File: config.mk
export PLATFORM = sky130hd
export DESIGN_NAME = lane_burst_rx
export DESIGN_NICKNAME = d
export VERILOG_FILES = /design/src/rtl/lane_rx_pkg.sv /design/src/rtl/lp_level_filter.sv /design/src/rtl/burst_ctrl.sv /design/src/rtl/sync_hunter.sv /design/src/rtl/byte_packer.sv /design/src/rtl/lane_burst_rx.sv
export SDC_FILE = /design/constraint.sdc
export NUM_CORES = 1
export LEC_CHECK = 0
export ABC_AREA = 1
export BUFFER_PORTS_ARGS = -buffer_cell sky130_fd_sc_hd__buf_2
export CAP_MARGIN = 20
export CORE_MARGIN = 5
export CORE_UTILIZATION = 53
export DETAILED_ROUTE_END_ITERATION = 16
export HOLD_SLACK_MARGIN = 0.02
export PLACE_DENSITY = 0.71
export SETUP_SLACK_MARGIN = 0.05
export SYNTH_ARGS = -nofsm -noshare
export SYNTH_HDL_FRONTEND = slang
export SYNTH_HIERARCHICAL = 1
export SYNTH_SLANG_ARGS = --single-unit
File: constraint.sdc
create_clock -name clk_i -period 9.98 [get_ports clk_i]
set_input_delay 0 -clock clk_i [delete_from_list [all_inputs] [get_ports clk_i]]
set_output_delay 0 -clock clk_i [all_outputs]
set_load 0.02 [all_outputs]
File: src/rtl/lane_rx_pkg.sv
package lane_rx_pkg;
  localparam int LANE_W = 2;
  localparam logic [7:0] SYNC_PAT = 8'hB8;

  // {p, n} line levels
  typedef enum logic [1:0] {
    LP_00 = 2'b00,
    LP_01 = 2'b01,
    LP_10 = 2'b10,
    LP_11 = 2'b11
  } lp_lvl_e;

  typedef enum logic [2:0] {
    ST_STOP,
    ST_REQ,
    ST_IGNORE,
    ST_SEARCH,
    ST_LOCK,
    ST_WAIT
  } rx_st_e;
endpackage

File: src/rtl/lp_level_filter.sv
module lp_level_filter
  import lane_rx_pkg::*;
#(
  parameter int STABLE_CYC = 4
) (
  input  logic    clk_i,
  input  logic    rst_ni,
  input  logic    lp_p_i,
  input  logic    lp_n_i,
  output lp_lvl_e lvl_o
);
  localparam int CW = (STABLE_CYC > 1) ? $clog2(STABLE_CYC) : 1;

  logic [1:0]    s1_q, s2_q, cand_q;
  logic [CW-1:0] cnt_q;
  lp_lvl_e       lvl_q;

  always_ff @(posedge clk_i or negedge rst_ni) begin
    if (!rst_ni) begin
      s1_q   <= 2'b11;
      s2_q   <= 2'b11;
      cand_q <= 2'b11;
      cnt_q  <= '0;
      lvl_q  <= LP_11;
    end else begin
      s1_q <= {lp_p_i, lp_n_i};
      s2_q <= s1_q;
      if (s2_q != cand_q) begin
        cand_q <= s2_q;
        cnt_q  <= '0;
      end else if (cnt_q != CW'(STABLE_CYC - 1)) begin
        cnt_q <= cnt_q + 1'b1;
      end else begin
        lvl_q <= lp_lvl_e'(cand_q);
      end
    end
  end

  assign lvl_o = lvl_q;
endmodule

File: src/rtl/burst_ctrl.sv
module burst_ctrl
  import lane_rx_pkg::*;
#(
  parameter int SYNC_TIMEOUT = 256
) (
  input  logic    clk_i,
  input  logic    rst_ni,
  input  lp_lvl_e lvl_i,
  input  logic    hit_i,
  input  logic    miss1_i,
  output rx_st_e  st_o,
  output logic    arm_o,
  output logic    hunt_o,
  output logic    lock_go_o,
  output logic    run_o,
  output logic    flush_o,
  output logic    err_o
);
  localparam int BW = $clog2(SYNC_TIMEOUT + LANE_W + 1);

  rx_st_e        st_q, st_d;
  logic [BW-1:0] bcnt_q;
  logic          err_q;
  logic          stop, tmo;

  assign stop      = (lvl_i == LP_11);
  assign tmo       = (bcnt_q + BW'(LANE_W)) >= BW'(SYNC_TIMEOUT);
  assign arm_o     = (st_q == ST_REQ) && (lvl_i == LP_01);
  assign hunt_o    = (st_q == ST_SEARCH) && !stop;
  assign lock_go_o = hunt_o && hit_i;
  assign run_o     = (st_q == ST_LOCK) && !stop;
  assign flush_o   = (st_q == ST_LOCK) && stop;

  always_comb begin
    st_d = st_q;
    unique case (st_q)
      ST_STOP: begin
        if (lvl_i == LP_00) st_d = ST_REQ;
        else if (!stop)     st_d = ST_IGNORE;
      end
      ST_REQ: begin
        if (lvl_i == LP_01)      st_d = ST_SEARCH;
        else if (lvl_i == LP_10) st_d = ST_IGNORE;
        else if (stop)           st_d = ST_STOP;
      end
      ST_SEARCH: begin
        if (stop)       st_d = ST_STOP;
        else if (hit_i) st_d = ST_LOCK;
        else if (tmo)   st_d = ST_WAIT;
      end
      ST_IGNORE, ST_LOCK, ST_WAIT: begin
        if (stop) st_d = ST_STOP;
      end
      default: st_d = ST_STOP;
    endcase
  end

  always_ff @(posedge clk_i or negedge rst_ni) begin
    if (!rst_ni) begin
      st_q   <= ST_STOP;
      bcnt_q <= '0;
      err_q  <= 1'b0;
    end else begin
      st_q <= st_d;
      if (arm_o) begin
        bcnt_q <= '0;
        err_q  <= 1'b0;
      end else if (hunt_o) begin
        bcnt_q <= bcnt_q + BW'(LANE_W);
        if (!hit_i && (miss1_i || tmo)) err_q <= 1'b1;
      end
    end
  end

  assign st_o  = st_q;
  assign err_o = err_q;
endmodule

File: src/rtl/sync_hunter.sv
module sync_hunter
  import lane_rx_pkg::*;
(
  input  logic              clk_i,
  input  logic              rst_ni,
  input  logic              clear_i,
  input  logic              en_i,
  input  logic [LANE_W-1:0] bits_i,
  output logic              hit_o,
  output logic              miss1_o,
  output logic [LANE_W-1:0] carry_o,
  output logic [2:0]        carry_n_o
);
  localparam int WIN = LANE_W + 8;

  logic [WIN-1:0]    win_q, win_nxt;
  logic [LANE_W-1:0] m, n1;
  logic [LANE_W-1:0] cr [LANE_W];
  logic              any_hit;

  // oldest bit at index 0
  assign win_nxt = {bits_i, win_q[WIN-1:LANE_W]};

  for (genvar g = 0; g < LANE_W; g++) begin : g_off
    localparam int OFF = g + 1;
    logic [7:0] diff;
    assign diff  = win_nxt[OFF+7:OFF] ^ SYNC_PAT;
    assign m[g]  = (diff == 8'h00) && !win_nxt[OFF-1];
    assign n1[g] = ($countones(diff) == 1) && !win_nxt[OFF-1];
    assign cr[g] = LANE_W'(win_nxt >> (OFF + 8));
  end

  // lowest offset (oldest alignment) wins
  always_comb begin
    any_hit   = 1'b0;
    carry_o   = '0;
    carry_n_o = '0;
    for (int i = LANE_W - 1; i >= 0; i--) begin
      if (m[i]) begin
        any_hit   = 1'b1;
        carry_o   = cr[i];
        carry_n_o = 3'(LANE_W - 1 - i);
      end
    end
  end

  assign hit_o   = en_i && any_hit;
  assign miss1_o = en_i && (|n1) && !any_hit;

  always_ff @(posedge clk_i or negedge rst_ni) begin
    if (!rst_ni)      win_q <= '0;
    else if (clear_i) win_q <= '0;
    else if (en_i)    win_q <= win_nxt;
  end
endmodule

File: src/rtl/byte_packer.sv
module byte_packer
  import lane_rx_pkg::*;
(
  input  logic              clk_i,
  input  logic              rst_ni,
  input  logic              load_i,
  input  logic [LANE_W-1:0] carry_i,
  input  logic [2:0]        carry_n_i,
  input  logic              run_i,
  input  logic              flush_i,
  input  logic [LANE_W-1:0] bits_i,
  output logic [7:0]        byte_o,
  output logic              valid_o,
  output logic              start_o,
  output logic              end_o
);
  localparam int TW = 8 + LANE_W;

  logic [7:0]    acc_q, pend_q, byte_q;
  logic [2:0]    cnt_q;
  logic          pend_v_q, first_q, valid_q, start_q, end_q;
  logic [TW-1:0] tmp;
  logic [3:0]    tmp_n;
  logic          full;

  assign tmp   = {{LANE_W{1'b0}}, acc_q} | (TW'(bits_i) << cnt_q);
  assign tmp_n = {1'b0, cnt_q} + 4'(LANE_W);
  assign full  = tmp_n[3];

  always_ff @(posedge clk_i or negedge rst_ni) begin
    if (!rst_ni) begin
      acc_q    <= '0;
      cnt_q    <= '0;
      pend_q   <= '0;
      pend_v_q <= 1'b0;
      first_q  <= 1'b0;
      byte_q   <= '0;
      valid_q  <= 1'b0;
      start_q  <= 1'b0;
      end_q    <= 1'b0;
    end else begin
      valid_q <= 1'b0;
      start_q <= 1'b0;
      end_q   <= 1'b0;
      if (load_i) begin
        acc_q    <= {{(8-LANE_W){1'b0}}, carry_i};
        cnt_q    <= carry_n_i;
        pend_v_q <= 1'b0;
        first_q  <= 1'b1;
      end else if (run_i) begin
        cnt_q <= tmp_n[2:0];
        if (full) begin
          acc_q    <= 8'(tmp >> 8);
          pend_q   <= tmp[7:0];
          pend_v_q <= 1'b1;
          // one byte held back so the last can be tagged
          if (pend_v_q) begin
            valid_q <= 1'b1;
            byte_q  <= pend_q;
            start_q <= first_q;
            first_q <= 1'b0;
          end
        end else begin
          acc_q <= tmp[7:0];
        end
      end else if (flush_i) begin
        acc_q    <= '0;
        cnt_q    <= '0;
        pend_v_q <= 1'b0;
        if (pend_v_q) begin
          valid_q <= 1'b1;
          byte_q  <= pend_q;
          start_q <= first_q;
          end_q   <= 1'b1;
          first_q <= 1'b0;
        end
      end
    end
  end

  assign byte_o  = byte_q;
  assign valid_o = valid_q;
  assign start_o = start_q;
  assign end_o   = end_q;
endmodule

File: src/rtl/lane_burst_rx.sv
module lane_burst_rx
  import lane_rx_pkg::*;
#(
  parameter int STABLE_CYC   = 4,
  parameter int SYNC_TIMEOUT = 256
) (
  input  logic                   clk_i,
  input  logic                   rst_ni,
  input  logic                   lp_p_i,
  input  logic                   lp_n_i,
  input  logic [LANE_W-1:0]      hs_bits_i,
  output logic [7:0]             byte_o,
  output logic                   valid_o,
  output logic                   start_o,
  output logic                   end_o,
  output logic                   err_o
);
  lp_lvl_e           lvl;
  rx_st_e            st;
  logic              arm, hunt, lock_go, run, flush;
  logic              hit, miss1;
  logic [LANE_W-1:0] carry;
  logic [2:0]        carry_n;

  lp_level_filter #(.STABLE_CYC(STABLE_CYC)) u_filt (
    .clk_i  (clk_i),
    .rst_ni (rst_ni),
    .lp_p_i (lp_p_i),
    .lp_n_i (lp_n_i),
    .lvl_o  (lvl)
  );

  burst_ctrl #(.SYNC_TIMEOUT(SYNC_TIMEOUT)) u_ctrl (
    .clk_i     (clk_i),
    .rst_ni    (rst_ni),
    .lvl_i     (lvl),
    .hit_i     (hit),
    .miss1_i   (miss1),
    .st_o      (st),
    .arm_o     (arm),
    .hunt_o    (hunt),
    .lock_go_o (lock_go),
    .run_o     (run),
    .flush_o   (flush),
    .err_o     (err_o)
  );

  sync_hunter u_hunt (
    .clk_i     (clk_i),
    .rst_ni    (rst_ni),
    .clear_i   (arm),
    .en_i      (hunt),
    .bits_i    (hs_bits_i),
    .hit_o     (hit),
    .miss1_o   (miss1),
    .carry_o   (carry),
    .carry_n_o (carry_n)
  );

  byte_packer u_pack (
    .clk_i     (clk_i),
    .rst_ni    (rst_ni),
    .load_i    (lock_go),
    .carry_i   (carry),
    .carry_n_i (carry_n),
    .run_i     (run),
    .flush_i   (flush),
    .bits_i    (hs_bits_i),
    .byte_o    (byte_o),
    .valid_o   (valid_o),
    .start_o   (start_o),
    .end_o     (end_o)
  );
endmodule

# Yosys cells after proc, flatten, opt, wreduce, memory -nomap -nowiden
# Index checks and enable logic that the tools add are counted.
dict set report totals {
  regBits 65
  inputBits 6
  out_inout_bits 12
}
dict set report op_classes {
  add_sub_neg 17
  order_cmp 1
  eq_ne 16
  n_shift 1
  mux 54
  bitwise 6
  n_reduce_logical 36
}
# op count
set op_table {}
lappend op_table {{32-bit adder} 6}
lappend op_table {{32-bit by 2-bit equality test with 1-bit output (second input constant)} 2}
lappend op_table {{8-bit 2-to-1 mux} 8}
lappend op_table {{3-bit 2-to-1 mux} 11}
lappend op_table {{1-bit 2-to-1 mux} 28}
lappend op_table {{10-bit 2-to-1 mux} 2}
lappend op_table {{9-bit 2-to-1 mux} 2}
lappend op_table {{1-bit by 1-bit adder with 2-bit output} 8}
lappend op_table {{8-bit zero test} 2}
lappend op_table {{1-bit logical AND} 13}
lappend op_table {{3-bit case mux with 4 select lines} 1}
lappend op_table {{8-bit by 10-bit OR with 10-bit output} 1}
lappend op_table {{2-bit by 3-bit left shift with 10-bit output} 1}
lappend op_table {{9-bit by 2-bit adder with 9-bit output (second input constant)} 1}
lappend op_table {{9-bit >= comparator (second input constant)} 1}
lappend op_table {{4-bit NOT} 2}
lappend op_table {{2-bit AND reduction} 4}
lappend op_table {{2-bit nonzero test} 4}
lappend op_table {{3-bit by 2-bit equality test with 1-bit output (second input constant)} 2}
lappend op_table {{3-bit equality test (second input constant)} 2}
lappend op_table {{3-bit AND reduction} 2}
lappend op_table {{1-bit zero test} 5}
lappend op_table {{3-bit by 2-bit adder with 4-bit output (second input constant)} 1}
lappend op_table {{2-bit equality test (second input constant)} 2}
lappend op_table {{17 further kinds} 20}

# Longest topological paths before layout
# Gate-level depths: netlist of run 1.
dict set report depth {
  ltp_word 14
  depth_mapped 19
  mapped_depth_nobuf 19
}

# Cells and area by module
# Netlist of run 1, hierarchy kept.
# module n_inst cells_per_inst area_per_inst_um2 seq_area_each_um2
set by_module_without_submodules {}
lappend by_module_without_submodules {byte_packer 1 164 1472.7 800.8}
lappend by_module_without_submodules {sync_hunter 1 108 819.5 200.2}
lappend by_module_without_submodules {burst_ctrl 1 104 779.5 300.3}
lappend by_module_without_submodules {lp_level_filter 1 31 382.9 260.2}

# Worst setup path after synthesis of run 1
# OpenSTA, ideal clock, no wires.
dict set report synth_path {
  path_kind {register -> register}
  start {reg u_hunt.win_q[4]}
  end {reg u_ctrl.err_q (netlist: u_ctrl/err_o)}
  setup_ps 73
  arrival_time_ps 3180
  setup_slack_ps 6727
  stages_incl_launch_ff 19
  n_path_buf 0
  synth_period_minus_slack_ps 3253
  cell_sequence {dfrtp_1 inv_1 fa_1 inv_1 fa_1 fa_1 ha_1 inv_1 fa_1 nand3_1 nor2_1 nand2_1 nand2_1 inv_1 nor2_1 inv_1 nand3_1 nand2_1 a21oi_2}
}
dict set report synth_via {
  elab_chain_len 12
}
# item line_no
set synth_lines {}
lappend synth_lines {{from (decl)} sync_hunter.sv:16} ;# logic [WIN-1:0] win_q, win_nxt;
lappend synth_lines {{from (signal assigned)} sync_hunter.sv:53} ;# else if (en_i) win_q <= win_nxt;
lappend synth_lines {{1-bit by 1-bit adder with 2-bit output (not written as such)} sync_hunter.sv:29} ;# assign n1[g] = ($countones(diff) == 1) && !win_nxt[OFF-1];
lappend synth_lines {{32-bit adder (not written as such) (2 in a row)} sync_hunter.sv:29}
lappend synth_lines {{32-bit by 2-bit equality test with 1-bit output} sync_hunter.sv:29}
lappend synth_lines {{1-bit logical AND} sync_hunter.sv:29}
lappend synth_lines {{2-bit OR reduction} sync_hunter.sv:48} ;# assign miss1_o = en_i && (|n1) && !any_hit;
lappend synth_lines {{1-bit logical AND} sync_hunter.sv:48}
lappend synth_lines {{1-bit logical AND *} sync_hunter.sv:48}
lappend synth_lines {{via miss1} lane_burst_rx.sv:21} ;# logic hit, miss1;
lappend synth_lines {{1-bit logical OR *} burst_ctrl.sv:70} ;# if (!hit_i && (miss1_i || tmo)) err_q <= 1'b1;
lappend synth_lines {{1-bit logical AND *} burst_ctrl.sv:70}
lappend synth_lines {{2-bit nonzero test (no source line) *} --}
lappend synth_lines {{2-bit AND reduction (no source line) *} --}
lappend synth_lines {{to (signal assigned)} burst_ctrl.sv:62} ;# err_q <= 1'b0;
lappend synth_lines {{to (signal assigned)} burst_ctrl.sv:67} ;# err_q <= 1'b0;
lappend synth_lines {{to (signal assigned)} burst_ctrl.sv:70}
lappend synth_lines {{to (decl)} burst_ctrl.sv:23} ;# logic err_q;
# The timed path passes the listed nets; every way through them passes the cells marked *.
# A chain may end at the register's enable or synchronous reset.

# Worst setup path in the final report of run 1
dict set report layout_path {
  start {in hs_bits_i[0]}
  end {reg u_ctrl.err_q (netlist: u_ctrl/err_o)}
}
dict set report layout_via {
  elab_chain_len 13
}
# item line_no
set layout_lines {}
lappend layout_lines {{from (decl)} lane_burst_rx.sv:11} ;# input logic [LANE_W-1:0] hs_bits_i,
lappend layout_lines {{4-bit NOT (no source line)} --}
lappend layout_lines {{1-bit by 1-bit adder with 2-bit output (not written as such)} sync_hunter.sv:29}
lappend layout_lines {{32-bit adder (not written as such) (2 in a row)} sync_hunter.sv:29}
lappend layout_lines {{32-bit by 2-bit equality test with 1-bit output} sync_hunter.sv:29}
lappend layout_lines {{1-bit logical AND} sync_hunter.sv:29}
lappend layout_lines {{2-bit OR reduction} sync_hunter.sv:48}
lappend layout_lines {{1-bit logical AND} sync_hunter.sv:48}
lappend layout_lines {{1-bit logical AND *} sync_hunter.sv:48}
lappend layout_lines {{via miss1} lane_burst_rx.sv:21}
lappend layout_lines {{1-bit logical OR *} burst_ctrl.sv:70}
lappend layout_lines {{1-bit logical AND *} burst_ctrl.sv:70}
lappend layout_lines {{2-bit nonzero test (no source line) *} --}
lappend layout_lines {{2-bit AND reduction (no source line) *} --}
# Marked as above.

==> qor.log, run 1 <==
INFO  timing         maxClockFrequency=290MHz
INFO  detailed_routing antenna_violating_nets_post_route=0
INFO  detailed_routing route.vias.total=2585
INFO  clocking       cts-root-buf=clkbuf_8
INFO  placement      pre_cts_ws=6570ps
INFO  power_and_ir_drop p_leak=1.99nW
INFO  power_and_ir_drop power_density=245nW/µm²
INFO  worst_setup_path crit_path_frequent_cell=inv_1
INFO  worst_setup_path start_kind=primary input
INFO  worst_setup_path cp-end-kind=register
INFO  timing         worst_clock_skew=7.17ps
INFO  synth          synth.distinct_cells=38
INFO  power_and_ir_drop power=0.931mW
INFO  clocking       cts_tree=yes
INFO  clocking       clk-insertion-delay-late=340ps
INFO  timing         period_minus_slack=3450ps
INFO  timing         max_slew.worst_pin.slew=757ps
INFO  die            rows=29
INFO  cells_and_area drive_above_1_share=0.185
INFO  timing         setup_tns=0ps
INFO  grt            grt_use_met2=0.251
INFO  detailed_routing detail_route.wl_per_cell=12.2µm
INFO  timing         hold_ws=302ps
INFO  detailed_routing drc_errors=0
INFO  worst_setup_path arrival=3720ps
INFO  die            chip_height=90.7µm
INFO  flow_run       maxCapViolCount=0
INFO  die            die_w=90.7µm
INFO  timing         setup_slack=6530ps
INFO  grt            number_of_global_route_vias_before_repair=2568
INFO  timing         final_min_period_over_clock_period=0.346
INFO  grt            met3_track_demand_over_resource_in_global_routing=0.0400
INFO  cells_and_area nets=457
INFO  synth          synth-warning-count=6
INFO  worst_setup_path critical_path_class=primary input to register
INFO  die            dieArea=8230µm²
INFO  timing         timing_hold_violations_final=0
INFO  grt            groute.usage.overall=0.170
INFO  outcome        run_status=completed
INFO  placement      dp_hpwl=4.61mm
INFO  worst_setup_path critical_path_peak_fanout=7
INFO  detailed_routing detailedRoute.firstIterationViolations=131
INFO  timing         setup_repair_after_global_routing_missed_its_margin=false
INFO  placement      place.port_buffers=17
INFO  synth          ff_latch_count_synth=62
INFO  detailed_routing post_drt_via_cell_ratio=5.02
INFO  worst_setup_path slowest_cell_delay_on_critical_path=550ps
INFO  detailed_routing routed_wirelength=6.30mm
INFO  clocking       htreeDepth=3
INFO  die            io_pins=18
INFO  grt            leftover_overflow_at_the_end_of_global_routing=0
INFO  cells_and_area flow.area_growth_from_synthesis=10.2%
INFO  power_and_ir_drop vdd_ir_drop_max=0.141mV
INFO  grt            grt_first_pass_wirelength=11.5mm
INFO  timing         worst_slew_margin=0.495
INFO  grt            global_route.usage.met1=0.235
INFO  cells_and_area num_antenna_cells=0
INFO  clocking       cts_buffer_depth=2
INFO  placement      gp_congestion=0.872
INFO  timing         setup_violations=0
INFO  worst_setup_path crit_slowest_cell=fa_1
INFO  synth          postSynth.asyncResetShare=1.00
INFO  clocking       tritoncts_num_sinks=62
INFO  clocking       post_cts_repair_resize_count=0
INFO  grt            grt_busiest_layer=met2
INFO  synth          synth_area=3450µm²
INFO  grt            antenna_found_initial=0
INFO  worst_setup_path path_cells=dlygate4sd3_1 -> buf_2 -> inv_1 -> fa_1 -> inv_1 -> fa_1 -> fa_1 -> ha_1 -> inv_1 -> fa_1 -> nand3_1 -> nor2_1 -> nand2_1 -> nand2_1 -> inv_1 -> nor2_1 -> inv_1 -> nand3_1 -> nand2_1 -> a21oi_2
INFO  detailed_routing number_of_iterations_in_the_first_detailed_routing_pass=4
INFO  clocking       clkTransAtPathRegs=60ps
INFO  die            initial_utilization=0.544
INFO  synth          post_syn_instances=407
INFO  die            core_region_area=6350µm²
INFO  min_path       hold_path_class=primary input to register
INFO  synth          seq_area_frac_synth=0.452
INFO  cells_and_area utilization=0.599
INFO  timing         max_transition_viols_final=0
INFO  synth          synth_edf_count=0
INFO  synth          synth_ff_type=dfrtp_1
INFO  grt            grt_max_degree=63
INFO  worst_setup_path required=10250ps
INFO  synth          post_syn_area_per_cell=8.49µm²
INFO  clocking       tritoncts.num_buffers=9
report_power, final:
part	internal (mW)	switching (mW)
clock network	0.103	0.0928
logic	0.164	0.244
registers	0.290	0.0375
synth_stat cells (5+ instances only):
library cell  count  area share
nand3_1          29       0.042
a21oi_1          13       0.019
buf_4             5       0.011
nand2_1         101        0.11
o21ai_2           7       0.018
dfstp_2           8       0.061
inv_1            59       0.064
nor2_1           34       0.037
nand4_1           9       0.016
ha_1             10       0.036
inv_2             8      0.0087
o21ai_0          15       0.022
fa_1              8       0.046
dfrtp_1          54        0.39
registers in the layout (all words and copies together) (netlist names):
register / count
u_filt/cnt_q: 2
u_ctrl/err_o: 1
u_pack/valid_o: 1
u_ctrl/bcnt_q: 8
u_hunt/win_q: 8
u_filt/s1_q: 2
u_filt/s2_q: 2
u_pack/pend_q: 8
u_pack/byte_o: 8
u_filt/cand_q: 2
u_pack/cnt_q: 3
u_pack/end_o: 1
u_pack/first_q: 1
u_ctrl/st_o: 3
u_filt/lvl_o: 2
u_pack/acc_q: 8
u_pack/pend_v_q: 1
u_pack/start_o: 1
stage by stage:
step | cell area [µm²] | instances
floorplan | 3460 | 409
global placement | 3580 | 494
detailed placement | 3580 | 494
CTS | 3810 | 515
global route | 3810 | 515
finish | 3810 | 515
cells in the final DEF, fill, tap and decap left out, types with 2 or more instances in the layout:
cell type / count
nand2_1: 101
inv_1: 59
dfrtp_1: 54
nor2_1: 34
nand3_1: 29
buf_2: 17
o21ai_0: 15
a21oi_1: 13
clkbuf_8: 11
ha_1: 10
nand4_1: 9
inv_2: 8
dfstp_2: 8
fa_1: 8
o21ai_2: 7
dlygate4sd3_1: 5
nand2_4: 4
nand2_2: 4
nand3_2: 4
nor2_2: 4
a31oi_1: 4
o21ai_1: 3
conb_1: 3
clkinv_2: 2
clkbuf_1: 2
nor2_8: 2
nor2_4: 2
a21oi_2: 2
nor3_2: 2
area by class of cell:
class	instances	area, µm²
Clock buffer	13	159
Clock inverter	3	18.8
Fill cell	533	2540
Inverter	67	251
Multi-Input combinational cell	270	1580
Sequential cell	62	1560
Tap cell	77	96.3
Timing Repair Buffer	23	143
path summary, 6_finish.rpt:
path / startpoint / to / slack, ps / cells after the start
setup reg to reg: u_hunt/win_q[3] / u_ctrl/err_o / 6570 / 18
min in group asynchronous: rst_ni / u_ctrl/bcnt_q[3] / 340 / 3
setup / recovery: hs_bits_i[0] / u_ctrl/err_o / 6530 / 20
max in group asynchronous: rst_ni / u_hunt/win_q[2] / 9120 / 3
hold reg to reg: u_filt/s1_q[0] / u_filt/s2_q[0] / 360 / 0
hold / removal: lp_p_i / u_filt/s1_q[1] / 300 / 2
worst max-delay path: cells and delay by family:
kind / cells / cell delay, ps
AO/OA/AOI/OAI: 1 / 100
adder cells (fa/ha/maj): 5 / 2130
buffers and inverters: 7 / 980
AND/OR/NAND/NOR: 7 / 490
metal layers:
metal	vias to the layer above	part of all wire
met1	1188	0.49
li1	1341	-
met4	0	0.014
met2	49	0.45
met3	7	0.042
met5	-	0
cell families after synthesis:
kind of cell | synth area share
AOI/OAI and AO/OA | 0.0887
xor gates and xnor gates | 0.00725
adders and majority gates | 0.0826
buffers and inverters | 0.0938
DFF | 0.452
muxes | 0.00290
other | 0.00109
and+or+nand+nor | 0.272
repair_timing:
action | CTS | global route
endpoints found under the hold margin | 58 | 0
hold buffers | 5 | 0
buffers inserted | 0 | 0
Note: power is estimated with default switching activity, not from simulation.
==> run 2: changes to the inputs <==
- PLACE_DENSITY: 0.71 -> 0.73
- clock period: 9.98 -> 3 ns (I/O delays scaled with it)
==> run 2 against run 1 <==
  * The run now ends with negative setup slack left
  * Cell count up 2.5%
  * Die area did not move
  * Flip-flop and latch count stayed put
  * Clock power grew to 3.9 times the previous value
  * Global-route usage is 0.87 points higher
  * Count of clock-buffer cells in the layout shrank 3
  * First-iteration DRC count grew 11%
  * Largest cell class unchanged
==> qor.log, run 2 (synthesized netlist as in run 1, its figures left out) <==
INFO  min_path       hp-start=hs_bits_i[0]
INFO  worst_setup_path cp-end-kind=register
INFO  cells_and_area drive_above_1_share=0.220 [+0.0346]
INFO  power_and_ir_drop p_leak=2.07nW [+3.9%]
INFO  worst_setup_path path_delay_family=adder cells
INFO  clocking       htreeDepth=3 [unchanged]
INFO  worst_setup_path critical_path_peak_fanout=2 [-5]
INFO  worst_setup_path path_cells=inv_2 -> fa_1 -> inv_1 -> fa_1 -> fa_1 -> ha_1 -> inv_1 -> fa_1 -> nand3_1 -> nor2_1 -> nand2_1 -> nand2_1 -> inv_1 -> nor2_1 -> inv_1 -> nand3_1 -> nand2_1 -> a21oi_2
INFO  clocking       cts_buffer_depth=2 [unchanged]
INFO  detailed_routing post_drt_via_cell_ratio=5.10 [+1.7%]
INFO  detailed_routing detailedRoute.firstIterationViolations=146 [+11%]
INFO  min_path       timing.hold.worst_path_depth=4 [+2]
INFO  grt            grt_max_degree=63 [unchanged]
INFO  timing         max_slew.worst_pin.slew=789ps [+32.3 ps]
INFO  detailed_routing number_of_iterations_in_the_first_detailed_routing_pass=4 [unchanged]
INFO  timing         setup_violations=1 [+1]
INFO  clocking       cts-root-buf=clkbuf_8
INFO  grt            groute.usage.overall=0.179 [+0.00866]
INFO  timing         max_transition_viols_final=0 [unchanged]
INFO  clocking       post_cts_repair_resize_count=0 [unchanged]
INFO  worst_setup_path arrival=3660ps [-60 ps]
INFO  worst_setup_path crit-reg2reg-launch=u_hunt/win_q[3]
INFO  die            rows=29 [unchanged]
INFO  clocking       tritoncts.num_buffers=9 [unchanged]
INFO  clocking       clkTransAtPathRegs=70ps [about the same]
INFO  outcome        run_status=finished, violations left
INFO  timing         final_min_period_over_clock_period=1.13
INFO  timing         timing_hold_violations_final=0 [unchanged]
INFO  placement      gp_congestion=0.851 [-2.3%]
INFO  timing         setup_repair_after_global_routing_missed_its_margin=true
INFO  grt            leftover_overflow_at_the_end_of_global_routing=0 [unchanged]
INFO  die            initial_utilization=0.544 [unchanged]
INFO  detailed_routing detail_route.wl_per_cell=12.8µm [+4.4%]
INFO  detailed_routing drc_errors=0 [unchanged]
INFO  cells_and_area layout.cells.most_common_list=101 x nand2_1, 57 x inv_1, 54 x dfrtp_1
INFO  worst_setup_path required=3280ps [-6970 ps]
INFO  die            chip_height=90.7µm [unchanged]
INFO  timing         worst_slew_margin=0.474 [-0.0216]
INFO  worst_setup_path worst_r2r_path_cells=18 [unchanged]
INFO  grt            grt_use_met2=0.277 [+0.0254]
INFO  worst_setup_path critical_path_class=register to register
INFO  worst_setup_path slowest_cell_delay_on_critical_path=540ps [about the same]
INFO  timing         maxClockFrequency=296MHz
INFO  detailed_routing route.vias.total=2694 [+4.2%]
INFO  grt            grt_first_pass_wirelength=11.8mm [+3.1%]
INFO  grt            grt_busiest_layer=met2
INFO  min_path       hold_path_class=primary input to register
INFO  outcome        violated_checks=negative setup slack
INFO  worst_setup_path critical_path_depth=18 [-10%]
INFO  die            core_region_area=6350µm² [unchanged]
INFO  grt            global_route.usage.met1=0.242 [+0.00631]
INFO  cells_and_area num_antenna_cells=0 [unchanged]
INFO  grt            antenna_found_initial=0 [unchanged]
INFO  cells_and_area layout_commonest_cell=nand2_1
INFO  placement      place.port_buffers=17 [unchanged]
INFO  power_and_ir_drop power=3.30mW [+250%]
INFO  placement      placement.cell_area=3680µm² [+2.7%]
INFO  detailed_routing antenna_violating_nets_post_route=0 [unchanged]
INFO  cells_and_area filler_cell_count=537 [+0.75%]
INFO  worst_setup_path start_kind=register
INFO  flow_run       maxCapViolCount=0 [unchanged]
INFO  cells_and_area nets=470 [+2.8%]
INFO  cells_and_area flow.area_growth_from_synthesis=13.8%
INFO  power_and_ir_drop vdd_ir_drop_max=0.659mV [+370%]
INFO  die            io_pins=18 [unchanged]
INFO  detailed_routing routed_wirelength=6.75mm [+7.1%]
INFO  clocking       tritoncts_num_sinks=62 [unchanged]
INFO  grt            number_of_global_route_vias_before_repair=2590 [+0.86%]
INFO  placement      dp_hpwl=4.98mm [+8.2%]
INFO  worst_setup_path setup.worst_path.start=u_hunt/win_q[3]
INFO  clocking       cts_tree=yes
INFO  power_and_ir_drop power_density=839nW/µm² [+240%]
INFO  die            dieArea=8230µm² [unchanged]
INFO  timing         period_minus_slack=3380ps
INFO  worst_setup_path crit_slowest_cell=fa_1
INFO  clocking       clk-insertion-delay-late=350ps [about the same]
INFO  cells_and_area stdcell_area=3930µm² [+3.3%]
INFO  die            die_w=90.7µm [unchanged]
INFO  timing         worst_clock_skew=13.1ps [+5.93 ps]
INFO  timing         setup_slack=-384ps [-6910 ps]
INFO  grt            met3_track_demand_over_resource_in_global_routing=0.0342 [-0.00583]
INFO  worst_setup_path critPathBufInv=5 [-2]
[run 2: changes by cell type in the layout (fill, tap and decap cells not counted), sizes merged]
cell         previous run  this run
buf                    18        32
bufinv                  0         1
clkbuf                 13        10
clkinv                  3         4
dlygate4sd3             5         4
inv                    67        68
[run 2: final timing paths]
kind | endpoint | slack [ps]
max in group asynchronous | u_pack/cnt_q[1] | 2130
min reg2reg | u_filt/s2_q[1] | 360
max reg2reg | u_ctrl/err_o | -380
max | u_ctrl/err_o | -380
min | u_hunt/win_q[8] | 60
min in group asynchronous | u_ctrl/bcnt_q[5] | 350
[run 2: metal layers]
| metal | up-vias | routed length [µm] |
|---|---|---|
| met5 | - | 0 |
| met4 | 0 | 121 |
| met3 | 12 | 190 |
| met2 | 40 | 3170 |
| met1 | 1277 | 3270 |
| li1 | 1365 | - |
[run 2: metrics by stage]
stage	instances	setup TNS (ps)	hold slack, ps	setup slack [ps]	utilization
after global placement	507	-260	105	-260	0.579
after floorplan	409	-241	-296	-241	-
after CTS	528	-411	37.3	-411	0.619
after detailed placement	507	-412	108	-412	0.579
after global routing	528	-579	63.9	-579	0.619
final	528	-384	56.9	-384	0.619
[run 2: timing repair]
item / 4_1_cts / 5_1_grt
setup buffers: 1 / 0
hold buffers: 4 / 0
hold endpoints to repair: 57 / 0
endpoints found under the setup margin: 1 / 1
[run 2: layout make-up]
| class | instances | area [µm²] | area share |
|---|---|---|---|
| multi-input combinational | 270 | 1580 | 0.401 |
| clock buffer | 10 | 138 | 0.0350 |
| sequential | 62 | 1560 | 0.397 |
| timing repair buffer | 36 | 238 | 0.0605 |
| tap | 77 | 96.3 | 0.0245 |
| clock inverter | 6 | 70.1 | 0.0178 |
| inverter | 67 | 251 | 0.0640 |
[run 2: power breakdown]
group	switching (mW)	leakage [nW]	total (mW)	internal (mW)
clock	0.354	0.107	0.766	0.412
sequential	0.126	0.809	1.09	0.962
combinational	0.840	1.15	1.44	0.604
total	1.32	2.07	3.30	1.98
[run 2: worst register-to-register path, delay by kind of cell, from the launching register on]
kind / cells / cell delay, ps
flops: 1 / 370
simple gates: 7 / 500
compound gates: 1 / 100
fa+ha+maj: 5 / 2130
buf+inv: 5 / 240
